--- config.mk ---
export PLATFORM = sky130hd
export DESIGN_NAME = sgmii_rate_clkgen
export DESIGN_NICKNAME = d
export VERILOG_FILES = /design/src/rtl/sgrc_pkg.sv /design/src/rtl/sgrc_mode_ctl.sv /design/src/rtl/sgrc_divider.sv /design/src/rtl/sgrc_halves.sv /design/src/rtl/sgmii_rate_clkgen.sv
export SDC_FILE = /design/constraint.sdc
export NUM_CORES = 1
export LEC_CHECK = 0
export BUFFER_PORTS_ARGS = -buffer_cell sky130_fd_sc_hd__buf_2
export CORE_UTILIZATION = 49
export DETAILED_ROUTE_END_ITERATION = 8
export PLACE_DENSITY = 0.69
export SYNTH_ARGS = -nofsm -noshare
export SYNTH_HDL_FRONTEND = slang
export SYNTH_HIERARCHICAL = 1
export SYNTH_SLANG_ARGS = --single-unit
--- constraint.sdc ---
create_clock -name clk_ref -period 1.6 [get_ports clk_ref]
set_clock_uncertainty 0.1 [all_clocks]
set_input_delay 0.08 -clock clk_ref [delete_from_list [all_inputs] [get_ports clk_ref]]
set_output_delay 0.08 -clock clk_ref [all_outputs]
set_load 0.02 [all_outputs]
--- src/rtl/sgrc_pkg.sv ---
package sgrc_pkg;

   typedef enum logic [1:0] {
      SPD_10M  = 2'b00,
      SPD_100M = 2'b01,
      SPD_1G   = 2'b10
   } sgrc_speed_e;

   function automatic sgrc_speed_e sgrc_decode(input logic [1:0] sel);
      sgrc_speed_e s;
      case (sel)
         2'b00:   s = SPD_10M;
         2'b01:   s = SPD_100M;
         default: s = SPD_1G;
      endcase
      return s;
   endfunction

endpackage

--- src/rtl/sgrc_mode_ctl.sv ---
module sgrc_mode_ctl
   import sgrc_pkg::*;
(
   input  logic        clk,
   input  logic        rst,
   input  logic [1:0]  sel,
   output sgrc_speed_e mode_q,
   output logic        restart,
   output logic        hold_q
);
   sgrc_speed_e sel_dec;

   assign sel_dec = sgrc_decode(sel);
   assign restart = rst | (sel_dec != mode_q);

   always_ff @(posedge clk) begin
      if (rst) begin
         mode_q <= SPD_10M;
         hold_q <= 1'b1;
      end else begin
         mode_q <= sel_dec;
         hold_q <= restart;
      end
   end

   // a restart always leaves one hold cycle behind it
   a_r8_hold_after_restart: assert property (@(posedge clk) disable iff (rst)
      restart |=> hold_q);

   // the mode stays put while no restart is seen
   a_r9_mode_stable: assert property (@(posedge clk) disable iff (rst)
      !restart |=> $stable(mode_q));

endmodule

--- src/rtl/sgrc_divider.sv ---
module sgrc_divider
   import sgrc_pkg::*;
#(
   parameter int DIV_FAST = 10,
   parameter int DIV_SLOW = 100,
   localparam int CW = $clog2(DIV_SLOW)
)(
   input  logic          clk,
   input  logic          rst,
   input  sgrc_speed_e   mode_q,
   input  logic          restart,
   input  logic          hold_q,
   output logic [CW-1:0] cnt_q,
   output logic          at_mid,
   output logic          at_last,
   output logic          en
);
   localparam logic [CW-1:0] LAST_FAST = CW'(DIV_FAST - 1);
   localparam logic [CW-1:0] LAST_SLOW = CW'(DIV_SLOW - 1);
   localparam logic [CW-1:0] MID_FAST  = CW'(DIV_FAST / 2 - 1);
   localparam logic [CW-1:0] MID_SLOW  = CW'(DIV_SLOW / 2 - 1);

   logic          is_gig;
   logic [CW-1:0] last_v;
   logic [CW-1:0] mid_v;

   assign is_gig  = (mode_q == SPD_1G);
   assign last_v  = (mode_q == SPD_100M) ? LAST_FAST : LAST_SLOW;
   assign mid_v   = (mode_q == SPD_100M) ? MID_FAST  : MID_SLOW;
   assign at_mid  = !is_gig && (cnt_q == mid_v);
   assign at_last = !is_gig && (cnt_q == last_v);
   assign en      = !hold_q && (is_gig || cnt_q == '0);

   always_ff @(posedge clk) begin
      if (restart || is_gig)
         cnt_q <= '0;
      else if (cnt_q == last_v)
         cnt_q <= '0;
      else
         cnt_q <= cnt_q + 1'b1;
   end

   // the counter never leaves the range of the selected divisor
   a_r4_cnt_in_range: assert property (@(posedge clk) disable iff (rst)
      cnt_q <= last_v);

   // a restart clears the counter
   a_r8_cnt_cleared: assert property (@(posedge clk) disable iff (rst)
      restart |=> cnt_q == '0);

   // the enable is steady at gigabit rate outside the hold cycle
   a_r3_gig_enable: assert property (@(posedge clk) disable iff (rst)
      (is_gig && !hold_q) |-> en);

endmodule

--- src/rtl/sgrc_halves.sv ---
module sgrc_halves
   import sgrc_pkg::*;
(
   input  logic        clk,
   input  logic        rst,
   input  sgrc_speed_e mode_q,
   input  logic        restart,
   input  logic        hold_q,
   input  logic        at_mid,
   input  logic        at_last,
   input  logic        en,
   output logic        half_rise,
   output logic        half_fall
);
   logic is_gig;
   assign is_gig = (mode_q == SPD_1G);

   always_ff @(posedge clk) begin
      if (restart || is_gig)
         half_rise <= 1'b0;
      else if (at_mid)
         half_rise <= 1'b1;
      else if (at_last)
         half_rise <= 1'b0;
   end

   always_ff @(negedge clk) begin
      if (rst || hold_q)
         half_fall <= 1'b0;
      else if (is_gig)
         half_fall <= 1'b1;
      else
         half_fall <= half_rise;
   end

   // in a divided mode the falling half repeats the rising half
   a_r6_fall_tracks_rise: assert property (@(posedge clk) disable iff (rst)
      (!is_gig && !hold_q) |-> half_fall == half_rise);

   // a divided-mode strobe falls where the rising half drops
   a_r7_en_at_fall: assert property (@(posedge clk) disable iff (rst)
      (en && !is_gig) |-> (!half_rise && $past(half_rise)));

   // fixed levels at gigabit rate
   a_r2_gig_levels: assert property (@(posedge clk) disable iff (rst)
      (is_gig && !hold_q) |-> (!half_rise && half_fall));

endmodule

--- src/rtl/sgmii_rate_clkgen.sv ---
module sgmii_rate_clkgen
   import sgrc_pkg::*;
#(
   parameter int DIV_FAST = 10,
   parameter int DIV_SLOW = 100
)(
   input  logic       clk_ref,
   input  logic       rst,
   input  logic [1:0] speed_sel,
   output logic       clk_half_rise,
   output logic       clk_half_fall,
   output logic       clk_en
);
   localparam int CW = $clog2(DIV_SLOW);

   generate
      if (DIV_FAST < 2 || (DIV_FAST % 2) != 0) begin : g_bad_fast
         $error("DIV_FAST must be an even value of at least 2");
      end
      if (DIV_SLOW <= DIV_FAST || (DIV_SLOW % 2) != 0) begin : g_bad_slow
         $error("DIV_SLOW must be even and larger than DIV_FAST");
      end
   endgenerate

   sgrc_speed_e   mode_q;
   logic          restart;
   logic          hold_q;
   logic [CW-1:0] cnt_q;
   logic          at_mid;
   logic          at_last;

   sgrc_mode_ctl u_mode (
      .clk     (clk_ref),
      .rst     (rst),
      .sel     (speed_sel),
      .mode_q  (mode_q),
      .restart (restart),
      .hold_q  (hold_q)
   );

   sgrc_divider #(
      .DIV_FAST (DIV_FAST),
      .DIV_SLOW (DIV_SLOW)
   ) u_div (
      .clk     (clk_ref),
      .rst     (rst),
      .mode_q  (mode_q),
      .restart (restart),
      .hold_q  (hold_q),
      .cnt_q   (cnt_q),
      .at_mid  (at_mid),
      .at_last (at_last),
      .en      (clk_en)
   );

   sgrc_halves u_halves (
      .clk       (clk_ref),
      .rst       (rst),
      .mode_q    (mode_q),
      .restart   (restart),
      .hold_q    (hold_q),
      .at_mid    (at_mid),
      .at_last   (at_last),
      .en        (clk_en),
      .half_rise (clk_half_rise),
      .half_fall (clk_half_fall)
   );

   // after a restart both halves and the enable read low
   a_r8_outputs_cleared: assert property (@(posedge clk_ref) disable iff (rst)
      restart |=> (!clk_half_rise && !clk_en));

endmodule

# Yosys cells after proc, flatten, opt, wreduce, memory -nomap -nowiden
# Index checks and enable logic that the tools add are counted.
# W data, S select, Z words.
classes:
  addsub: 1
  eq_ne: 6
  muxes: 6
  bitwise_logic: 1
  n_reduce_logical: 12
op_table:
  columns: ["cell", "n"]
  rows:
  - ["$eq A7 B7 Y1", 2]
  - ["$add A7 B1 Y7 const B", 1]
  - ["$logic_not A7 Y1", 1]
  - ["$mux W7", 1]
  - ["$mux W6", 1]
  - ["$eq A2 B1 Y1 const B", 2]
  - ["$pmux W2 S2", 1]
  - ["$logic_and A1 B1 Y1", 3]
  - ["$logic_or A1 B1 Y1", 3]
  - ["$mux W1", 3]
  - ["$eq A2 B2 Y1 const B", 1]
  - ["$logic_not A1 Y1", 2]
  - ["$logic_not A2 Y1", 1]
  - ["$ne A2 B2 Y1", 1]
  - ["$reduce_bool A2 Y1", 1]
  - ["$reduce_or A2 Y1", 1]
  - ["$or A1 B1 Y1", 1]
totals:
  reg_bits: 12
  input_bits: 4
  output_inout_bits: 3
  elab_cells: 31

# Longest topological paths before layout
depth:
  word_depth: 6
  ltp_mapped: 7
  ltp_nobuf: 6

# Cells and area by module
# Netlist, hierarchy kept.
by_module_without_submodules:
  columns: ["module", "instances", "cells_per_inst", "area_per_inst_um2", "seq_area_each_um2"]
  rows:
  - ["sgrc_divider", 1, 55, 449.2, 140.1]
  - ["sgrc_mode_ctl", 1, 10, 111.4, 60.1]
  - ["sgrc_halves", 1, 9, 86.3, 40.0]

==> summary.txt <==
Clock network
  • Clock buffer depth: 2
  • CTS tree: done
  • Clock sinks: 12
  • CTS H-tree lvls: 1
  • Clk root buf: clkbuf_4
  • TritonCTS Buffers: 3
  • Clock latency on the worst-skew pair: 0.28 ns
  • Worst-path clk slew: 0.08 ns

Detailed routing
  • Vias: 579
  • DRT antenna net count: 0
  • DR WL/cell: 12.1 um
  • Final wirelength: 1330 um
  • DRT iter0 DRCs: 12
  • Post-DR vias/cell: 5.26
  • DRC Markers: 0
  • Drt first pass iters: 4

Critical path
  • Startpoint Class: flip-flop
  • Req. time, crit path: 1.42 ns
  • Worst R2R Setup Slack: -0.05 ns
  • WP depth: 1
  • End of the critical path: clk_half_fall
  • CP max stage cell: dfxtp_2
  • Critical path's top delay family: flip-flops
  • Worst r2r dst: u_halves/half_rise
  • Delay of the slowest critical-path stage: 0.30 ns
  • CP Capture Type: output pin
  • Max FO, Critical Path: 1
  • Reg2Reg Depth: 7
  • Critical Path AT: 1.56 ns
  • CP bufs+invs: 1
  • Worst path cell trace: buf_6
  • R2r startpoint: u_mode/mode_q[1]
  • Setup CP Type: flip-flop to output pin
  • Crit path from: u_halves/half_fall

Worst hold path
  • Hold path start: rst
  • Hold Path Depth: 3
  • HP Class: input pin to flip-flop

Synth
  • Share of the synthesized area in the top cell type: 37.1%
  • Synth Warn #: 6
  • Cell area after synthesis: 647 sq um
  • Post-Syn Nets: 80
  • Synth cell types: 33
  • Top post-synthesis cells by area: dfxtp_1 (37%), nor2_1 (4.1%), xnor2_1 (4.1%)
  • Sequential element share of the synthesized area: 37.1%
  • Ys flop type: dfxtp_1
  • Number of flops mapped to enable cells by yosys: 0
  • Commonest cells in the netlist: dfxtp_1 (12), nor2_1 (7), inv_1 (6)
  • Synth area leader: dfxtp_1
  • Seq cells post-synth: 12
  • Avg Cell Area, Syn: 8.74 sq um
  • Async set-or-reset flop fraction in the synthesized netlist: 0%
  • Most frequent cell after synthesis: dfxtp_1
  • Post-Synthesis Cells: 74

Placed design
  • Placer Congestion: 0.858
  • Port-buffer cells: 6
  • Placed cell area: 779 sq um
  • Post-DP HPWL: 937 um

Run status
  • Outcome: finished with violations
  • Failing checks: negative setup slack

STA
  • Worst Slack Setup Final: -0.137 ns
  • Final Hold Vio Count: 0
  • Final Max Tran Viols: 0
  • RSZ-0062 raised after global routing: yes
  • Final setup fails: 3
  • Slew HR: 73.3%
  • Worst Max-Slew Pin Slew: 0.399 ns

Cells and area
  • Fin area: 865 sq um
  • Area growth syn-to-layout: 33.7%
  • Nets: 103
  • Share of layout cells above drive strength 1: 39.6%
  • Ant diodes: 0

Pwr
  • Overall Power: 0.000583 W
  • P_leak: 0.351 nW
  • Worst VDD drop: 0.435 mV
  • Pwr/cell area: 675 nW/um^2

Global route
  • Vias in the first global route: 534
  • Global route overflow: 0
  • Largest net degree at the start of global routing: 11
  • First-pass GRT wire length: 2300 um
  • GRT Util Overall: 23.1%
  • Initial antenna violation count: 0

Die
  • Die ar.: 1470 sq um
  • Core ar.: 1170 sq um
  • Row count: 12
  • Die width: 38.3 um
  • DIE HEIGHT: 38.3 um
  • I/O pin cnt: 7
  • Initial Utilization: 55.2%

Job
  • Max-Cap Viols: 0
[per-stage QoR]
stage          setup WS (ns)  hold slack [ns]  std cells  util [%]  setup TNS [ns]
3_5_place_dp         -0.0466            0.182        103      66.6          -0.104
4_1_cts               -0.140           0.0227        109      72.0          -0.170
6_report              -0.137           0.0325        110      73.8          -0.197
5_1_grt               -0.159           0.0400        110      73.8          -0.440
3_3_place_gp         -0.0303            0.182        103      66.6         -0.0585
2_1_floorplan        -0.0742           0.0476         74         -         -0.0792
[cells in the final DEF (no fill, tap or decap), types with 2 or more instances in the layout]
cell / netlist / final
dfxtp_2: 0 / 6
buf_2: 1 / 5
dfxtp_1: 12 / 6
nor3_1: 5 / 4
clkbuf_4: 0 / 3
nand3b_1: 2 / 2
buf_4: 0 / 13
xor2_1: 2 / 2
nor3b_1: 2 / 2
inv_1: 6 / 6
nor4_1: 2 / 2
xnor2_1: 3 / 3
nand2_1: 4 / 4
a31oi_1: 2 / 2
nor2_1: 7 / 7
nand3_1: 3 / 3
a21oi_1: 2 / 2
ha_1: 2 / 2
dlygate4sd3_1: 0 / 2
[what timing repair did]
item                                    CTS  global route
pin swaps                                 1             2
endpoints found under the hold margin     2             0
endpoints found under the setup margin    3             8
hold buffers                              2             0
gates resized for setup                   6             3
setup buffers                             0             1
[layout make-up]
type | count | area [sq um]
tap | 14 | 17.5
timing repair buffer | 21 | 154
clock buffer | 3 | 22.5
sequential | 12 | 248
inverter | 5 | 18.8
multi-input combinational | 53 | 397
fill | 100 | 307
clock inverter | 2 | 7.51
[sequential cells by signal (all words and copies together), names as in the netlist]
name / flops
u_div/cnt_q: 7
u_halves/half_rise: 1
u_mode/hold_q: 1
u_halves/half_fall: 1
u_mode/mode_q: 2
[where the power goes]
group / total (W) / switching [W] / internal (W)
Sequential: 0.000312 / 0.00000606 / 0.000305
Clock: 0.000210 / 0.000116 / 0.0000939
Combinational: 0.0000619 / 0.0000281 / 0.0000338
Total: 0.000583 / 0.000150 / 0.000433
[layer usage]
layer,vias up,part of all wire [%],track usage (%)
met2,8,46,36.0
met5,-,0,0
met4,0,1.4,7.76
met3,3,2.9,6.98
li1,301,-,-
met1,267,50,30.2
[worst min path at each step]
stage / endpoint / slack, ns
final: u_mode/hold_q / 0.03
after global routing: u_mode/mode_q[1] / 0.04
after CTS: u_mode/hold_q / 0.02
after detailed placement: u_mode/mode_q[0] / 0.18
after global placement: u_mode/mode_q[0] / 0.18
after floorplan: u_mode/mode_q[0] / 0.05
[cells by family (layout without fill, tap and decap cells)]
logic type / count (synthesis) / in the layout / synth area share, %
AND/OR/NAND/NOR: 37 / 37 / 34.4
XOR/XNOR: 5 / 5 / 6.77
adder cells (fa/ha/maj): 2 / 2 / 3.87
AO/OA/AOI/OAI: 9 / 9 / 12.2
buffers and inverters: 9 / 31 / 5.61
flip-flops: 12 / 12 / 37.1
(Power assumes the default switching activity.)
